===== src/rtl/rxfc_pkg.sv =====
package rxfc_pkg;

  typedef enum logic {
    FC_RUN  = 1'b0,
    FC_HALT = 1'b1
  } fc_state_e;

  typedef struct packed {
    logic xoff;
    logic xon;
  } fc_req_t;

endpackage


===== src/rtl/rxfc_cfg_reg.sv =====
module rxfc_cfg_reg #(
  parameter int          CFG_W   = 8,
  parameter logic [CFG_W-1:0] RST_VAL = 8'h4C
) (
  input  logic             clk,
  input  logic             rst_n,
  input  logic             wr_en,
  input  logic [CFG_W-1:0] wdata,
  output logic [CFG_W-1:0] q
);

  always_ff @(posedge clk or negedge rst_n) begin
    if (!rst_n)     q <= RST_VAL;
    else if (wr_en) q <= wdata;
  end

endmodule


===== src/rtl/rxfc_thresh.sv =====
module rxfc_thresh #(
  parameter int NIB_W = 4,
  parameter int SHIFT = 2,
  parameter int OCC_W = 7
) (
  input  logic [2*NIB_W-1:0] cfg,
  input  logic [OCC_W-1:0]   occ,
  output logic               at_halt,
  output logic               at_resume
);

  localparam int NFIELD = 2;

  logic [OCC_W-1:0] thr [NFIELD];

  // field 0 = stop level, field 1 = restart level
  for (genvar i = 0; i < NFIELD; i++) begin : g_field
    assign thr[i] = {{(OCC_W-NIB_W){1'b0}}, cfg[i*NIB_W +: NIB_W]} << SHIFT;
  end

  assign at_halt   = (occ >= thr[0]);
  assign at_resume = (occ <= thr[1]);

endmodule


===== src/rtl/rxfc_fsm.sv =====
module rxfc_fsm
  import rxfc_pkg::*;
(
  input  logic    clk,
  input  logic    rst_n,
  input  logic    en,
  input  logic    sw,
  input  logic    at_halt,
  input  logic    at_resume,
  output logic    halted,
  output fc_req_t req
);

  fc_state_e st, nxt;

  // stop condition is tested first, so it wins when both levels are met
  always_comb begin
    nxt = st;
    if (!en)                          nxt = FC_RUN;
    else if (at_halt)                 nxt = FC_HALT;
    else if (st == FC_HALT && at_resume) nxt = FC_RUN;
  end

  always_ff @(posedge clk or negedge rst_n) begin
    if (!rst_n) begin
      st       <= FC_RUN;
      req.xoff <= 1'b0;
      req.xon  <= 1'b0;
    end else begin
      st       <= nxt;
      req.xoff <= en && sw && (st == FC_RUN)  && (nxt == FC_HALT);
      req.xon  <= en && sw && (st == FC_HALT) && (nxt == FC_RUN);
    end
  end

  assign halted = (st == FC_HALT);

  a_r3_halt_entry: assert property (@(posedge clk) disable iff (!rst_n)
    (en && at_halt) |=> halted);
  a_r4_resume_exit: assert property (@(posedge clk) disable iff (!rst_n)
    (en && halted && at_resume && !at_halt) |=> !halted);
  a_r5_hold_band: assert property (@(posedge clk) disable iff (!rst_n)
    (en && !at_halt && !at_resume) |=> $stable(halted));
  a_r6_xoff_single: assert property (@(posedge clk) disable iff (!rst_n)
    req.xoff |=> !req.xoff);
  a_r7_xon_single: assert property (@(posedge clk) disable iff (!rst_n)
    req.xon |=> !req.xon);
  a_r8_not_both: assert property (@(posedge clk) disable iff (!rst_n)
    !(req.xon && req.xoff));
  a_r10_off_clears: assert property (@(posedge clk) disable iff (!rst_n)
    !en |=> (!halted && !req.xon && !req.xoff));

endmodule


===== src/rtl/rx_flow_throttle.sv =====
module rx_flow_throttle
  import rxfc_pkg::*;
#(
  parameter int         FIFO_DEPTH = 64,
  parameter int         NIB_W      = 4,
  parameter int         SHIFT      = 2,
  parameter logic [7:0] CFG_RST    = 8'h4C,
  localparam int        CFG_W      = 2*NIB_W,
  localparam int        OCC_W      = $clog2(FIFO_DEPTH+1)
) (
  input  logic             clk,
  input  logic             rst_n,
  input  logic             cfg_wr,
  input  logic [CFG_W-1:0] cfg_wdata,
  output logic [CFG_W-1:0] cfg_rdata,
  input  logic             fc_en,
  input  logic             fc_sw,
  input  logic [OCC_W-1:0] rx_count,
  output logic             rts_n,
  output logic             xoff_req,
  output logic             xon_req,
  output logic             halted
);

  logic    at_halt, at_resume;
  fc_req_t req;

  rxfc_cfg_reg #(.CFG_W(CFG_W), .RST_VAL(CFG_RST)) u_cfg (
    .clk(clk), .rst_n(rst_n), .wr_en(cfg_wr), .wdata(cfg_wdata), .q(cfg_rdata)
  );

  rxfc_thresh #(.NIB_W(NIB_W), .SHIFT(SHIFT), .OCC_W(OCC_W)) u_thr (
    .cfg(cfg_rdata), .occ(rx_count), .at_halt(at_halt), .at_resume(at_resume)
  );

  rxfc_fsm u_fsm (
    .clk(clk), .rst_n(rst_n), .en(fc_en), .sw(fc_sw),
    .at_halt(at_halt), .at_resume(at_resume), .halted(halted), .req(req)
  );

  assign rts_n    = halted && fc_en && !fc_sw;
  assign xoff_req = req.xoff;
  assign xon_req  = req.xon;

  a_r2_readback: assert property (@(posedge clk) disable iff (!rst_n)
    cfg_wr |=> (cfg_rdata == $past(cfg_wdata)));
  a_r6_sw_line_low: assert property (@(posedge clk) disable iff (!rst_n)
    fc_sw |-> !rts_n);
  a_r7_hw_no_req: assert property (@(posedge clk) disable iff (!rst_n)
    (!fc_sw && $past(!fc_sw)) |-> (!xon_req && !xoff_req));

endmodule


===== config.mk =====
export PLATFORM = sky130hd
export DESIGN_NAME = rx_flow_throttle
export DESIGN_NICKNAME = d
export VERILOG_FILES = /design/src/rtl/rxfc_pkg.sv /design/src/rtl/rxfc_cfg_reg.sv /design/src/rtl/rxfc_thresh.sv /design/src/rtl/rxfc_fsm.sv /design/src/rtl/rx_flow_throttle.sv
export SDC_FILE = /design/constraint.sdc
export NUM_CORES = 1
export LEC_CHECK = 0
export ABC_CLOCK_PERIOD_IN_PS = 2600
export BUFFER_PORTS_ARGS = -buffer_cell sky130_fd_sc_hd__buf_2
export CAP_MARGIN = 5
export CORE_AREA = 10 10 47 49
export CTS_BUF_LIST = sky130_fd_sc_hd__clkbuf_4 sky130_fd_sc_hd__clkbuf_8
export DETAILED_ROUTE_END_ITERATION = 8
export DIE_AREA = 0 0 57 59
export GPL_TIMING_DRIVEN = 0
export PLACE_DENSITY = 0.82
export SYNTH_ARGS = -nofsm -noshare
export SYNTH_HDL_FRONTEND = slang
export SYNTH_SLANG_ARGS = --single-unit

===== constraint.sdc =====
create_clock -name clk -period 2.6 [get_ports clk]
set_input_delay 0.52 -clock clk [delete_from_list [all_inputs] [get_ports clk]]
set_output_delay 0.52 -clock clk [all_outputs]
set_load 0.05 [all_outputs]

==> Flow_metrics.wiki <==
{| class="wikitable"
! Metric !! Value
|-
| Dominant cell type by area after synthesis || sky130_fd_sc_hd__dfrtp_1
|-
| Power density over cell area || 573.6 nW/um^2
|-
| Hold-fix buffers at CTS || 0
|-
| Compound-Gate Fraction of Synth Area || 0.1280
|-
| TritonRoute pass-1 iters || 4
|-
| Status || complete, no violations
|-
| TritonCTS clock tree || yes
|-
| Adder and majority cell fraction of the synthesized area || 0.1626
|-
| Count of inserted antenna diode cells || 0
|-
| Global-route wire length before repair || 2518 um
|-
| DRT antenna net count || 0
|-
| Static power due to leakage || 0.4354 nW
|-
| Syn Std Cell Area || 615.6 um^2
|-
| Number of violations of the max-capacitance limit || 0
|-
| RSZ-0062 raised after global routing || no
|-
| Area fraction in and, or, nand and nor cells after synthesis || 0.1646
|-
| Layout Area Growth over Synthesis || 32.93%
|-
| Final setup vio count || 0
|-
| Kind of capture point of the worst setup path || flip-flop
|-
| Relative slew slack || 0.7864
|-
| Pin count of the biggest net entering global routing || 12
|-
| Global routing usage summed across all routing layers || 0.09230
|-
| Clk root buf || sky130_fd_sc_hd__clkbuf_4
|-
| Max IR drop VDD || 328.0 uV
|-
| Share of synthesized area spent on multiplexers || 0.03659
|-
| Average wire per standard cell || 14.05 um
|-
| Layout Cell Area excl Fill || 818.3 um^2
|-
| Post-layout min period || 1.713 ns
|-
| IO buf count || 31
|-
| Number of nets produced by synthesis || 88
|-
| Clock latency of the later-clocked register in the worst-skew pair || 0.28 ns
|-
| Endpoint required time on the critical path || 2.81 ns
|-
| Startpoint type of the worst setup path || flip-flop
|-
| Maximum level of the CTS H-tree || 1
|-
| Reg2reg end || u_fsm.req[0]
|-
| Io pins || 32
|-
| Num rows || 14
|-
| Mean cell area of the mapped netlist || 10.26 um^2
|-
| Skew final || 0.006502 ns
|-
| Resize count post-CTS || 0
|-
| DRC violation count after routing || 0
|-
| Floorplan core area || 1401 um^2
|-
| Via count normalized by instance count || 4.838
|-
| Clock buffers created by TritonCTS || 3
|-
| Fin. Hold Viols || 0
|-
| Antenna violations before repair || 0
|-
| Detail Placement HPWL || 1346 um
|-
| Primary flip-flop cell chosen by synthesis mapping || sky130_fd_sc_hd__dfrtp_1
|-
| Worst hold slack after final layout || 0.09475 ns
|-
| Initial drt markers || 6
|-
| Most common library cells after synthesis || sky130_fd_sc_hd__dfrtp_1 (8), sky130_fd_sc_hd__ha_1 (8), sky130_fd_sc_hd__inv_1 (8), sky130_fd_sc_hd__nand2_1 (8), sky130_fd_sc_hd__o21ai_0 (7)
|-
| Total gr overflow || 0
|-
| Worst-case register-to-register setup slack || 0.89 ns
|-
| Main area contributors after synthesis || sky130_fd_sc_hd__dfrtp_1 (33%), sky130_fd_sc_hd__ha_1 (16%), sky130_fd_sc_hd__dfstp_2 (13%)
|-
| Post-Syn Instances || 60
|-
| Longest Clk Path Bufs || 2
|-
| Worst EP arrival || 1.93 ns
|-
| Chip Height || 59 um
|-
| Portion of the clock cycle consumed by the worst path in the final layout || 0.6589
|-
| Reg2Reg Depth || 6
|-
| Synth top area share || 0.3252
|-
| Share of post-route cells with drive strength above 1 || 0.4421
|-
| Post-synthesis sequential area ratio || 0.4533
|-
| Fraction of synthesized cell area in xor and xnor cells || 0
|-
| Fillers || 149
|-
| Via count || 537
|-
| Hold Path Class || in -> async
|-
| Number of flops mapped to enable cells by yosys || 0
|-
| Multi-input logic area || 302.8 um^2
|-
| Slew of the pin with the lowest slew margin || 0.3204 ns
|-
| Sum of routed wire length over all layers || 1560 um
|-
| Overall die width || 57 um
|-
| Setup TNS || 0 ns
|-
| Initial Util || 0.4393
|-
| Largest fanout of any net on the critical path || 4
|-
| Worst r2r src || u_cfg.q[7]
|-
| Global placer's final weighted congestion || 0.7847
|-
| Clock transition time at the flip-flop clock pins of the worst setup and hold paths || 0.08 ns
|-
| Post-detailed-placement cell area || 790.8 um^2
|-
| Final nets || 124
|-
| Die Footprint || 3363 um^2
|-
| Total setup buffers inserted after CTS || 0
|-
| Sequential cell area || 279.0 um^2
|-
| Number of max-slew violations in the final report || 0
|-
| Share of synthesized flip-flops with an asynchronous set or reset || 1.000
|-
| Largest family of logic cells by synthesized area || simple AND/OR/NAND/NOR gates
|-
| Syn. warnings || 0
|-
| Yosys reg bits || 11
|-
| Peak clock frequency supported by timing || 583.7 MHz
|-
| Clock sink total || 11
|-
| Number of different library cells in the post-synthesis netlist || 22
|-
| Number of global-route vias before repair || 591
|-
| Category of the critical setup timing path || reg -> reg
|}
==> area by class of cell <==
type                       count  share of cell area
clock buffer                   3             0.02752
inverter                       8             0.03670
timing repair buffer          31              0.1896
multi-input combinational     40              0.3700
clock inverter                 1            0.006116
tap                           16             0.02446
buffer                         1            0.004587
sequential                    11              0.3410
==> through the flow <==
step	worst slack (ns)	cells	power, mW	util
floorplan	0.1675	60	0.3039	-
global placement	0.6871	107	0.3478	0.5643
global route	0.7347	111	0.4963	0.5839
detailed placement	0.6598	107	0.3535	0.5643
CTS	0.8599	111	0.4736	0.5839
finish	0.8869	111	0.4693	0.5839
==> report_power, final <==
part           switching (mW)  internal (mW)
logic                   0.103         0.0481
clock network          0.0644         0.0571
registers             0.00793          0.188
total                   0.176          0.294
==> cells in the final DEF, fill, tap and decap left out <==
master                      n
sky130_fd_sc_hd__mux2_2     2
sky130_fd_sc_hd__nor3_1     1
sky130_fd_sc_hd__a21oi_1    1
sky130_fd_sc_hd__nor2_1     1
sky130_fd_sc_hd__o31ai_1    1
sky130_fd_sc_hd__ha_1       8
sky130_fd_sc_hd__and4_1     1
sky130_fd_sc_hd__nor4b_2    1
sky130_fd_sc_hd__a41oi_1    1
sky130_fd_sc_hd__nand3_1    2
sky130_fd_sc_hd__buf_2     31
sky130_fd_sc_hd__nor3b_1    1
sky130_fd_sc_hd__a221oi_2   1
sky130_fd_sc_hd__clkinv_2   1
sky130_fd_sc_hd__nand2_1    8
sky130_fd_sc_hd__nand4_1    1
sky130_fd_sc_hd__dfstp_2    3
sky130_fd_sc_hd__clkbuf_4   3
sky130_fd_sc_hd__clkbuf_1   1
sky130_fd_sc_hd__dfrtp_1    8
sky130_fd_sc_hd__inv_1      8
sky130_fd_sc_hd__a211oi_1   1
sky130_fd_sc_hd__nand4b_1   1
sky130_fd_sc_hd__nor2b_1    1
sky130_fd_sc_hd__o21ai_0    7
==> critical path, stage by stage (launching register included) <==
cell and delay, ns:
sky130_fd_sc_hd__dfrtp_1 0.35, sky130_fd_sc_hd__inv_1 0.06, sky130_fd_sc_hd__ha_1 0.34, sky130_fd_sc_hd__a211oi_1 0.25, sky130_fd_sc_hd__nand3_1 0.12, sky130_fd_sc_hd__a221oi_2 0.32, sky130_fd_sc_hd__and4_1 0.22
==> worst max path at each step <==
stage	from	slack (ns)	to
CTS	u_cfg.q[7]	0.86	u_fsm.req[0]
floorplan	u_fsm.halted	0.17	rts_n
global placement	rx_count[5]	0.69	u_fsm.req[0]
global route	u_cfg.q[7]	0.73	u_fsm.req[0]
detailed placement	rx_count[5]	0.66	u_fsm.req[0]
finish	u_cfg.q[7]	0.89	u_fsm.req[0]
==> per-layer routing <==
metal  share of wire  wire, um  up-vias  global-route usage
met5               0         0        -                   0
met3           0.088       138        5             0.04292
met1            0.41       646      229             0.09951
met4           0.022        35        0             0.06040
li1                -         -      283                   -
met2            0.47       739       20              0.1426
==> sequential cells by signal (all words and copies together), names as in the netlist <==
name          flops
u_cfg.q           8
u_fsm.req         2
u_fsm.halted      1
==> logic make-up after synthesis <==
group,count (synthesis)
flip-flops,11
buffers and inverters,9
adder cells (fa/ha/maj),8
multiplexers,2
AND/OR/NAND/NOR,18
AO/OA/AOI/OAI,12
Power figures use the tool's default switching activity.
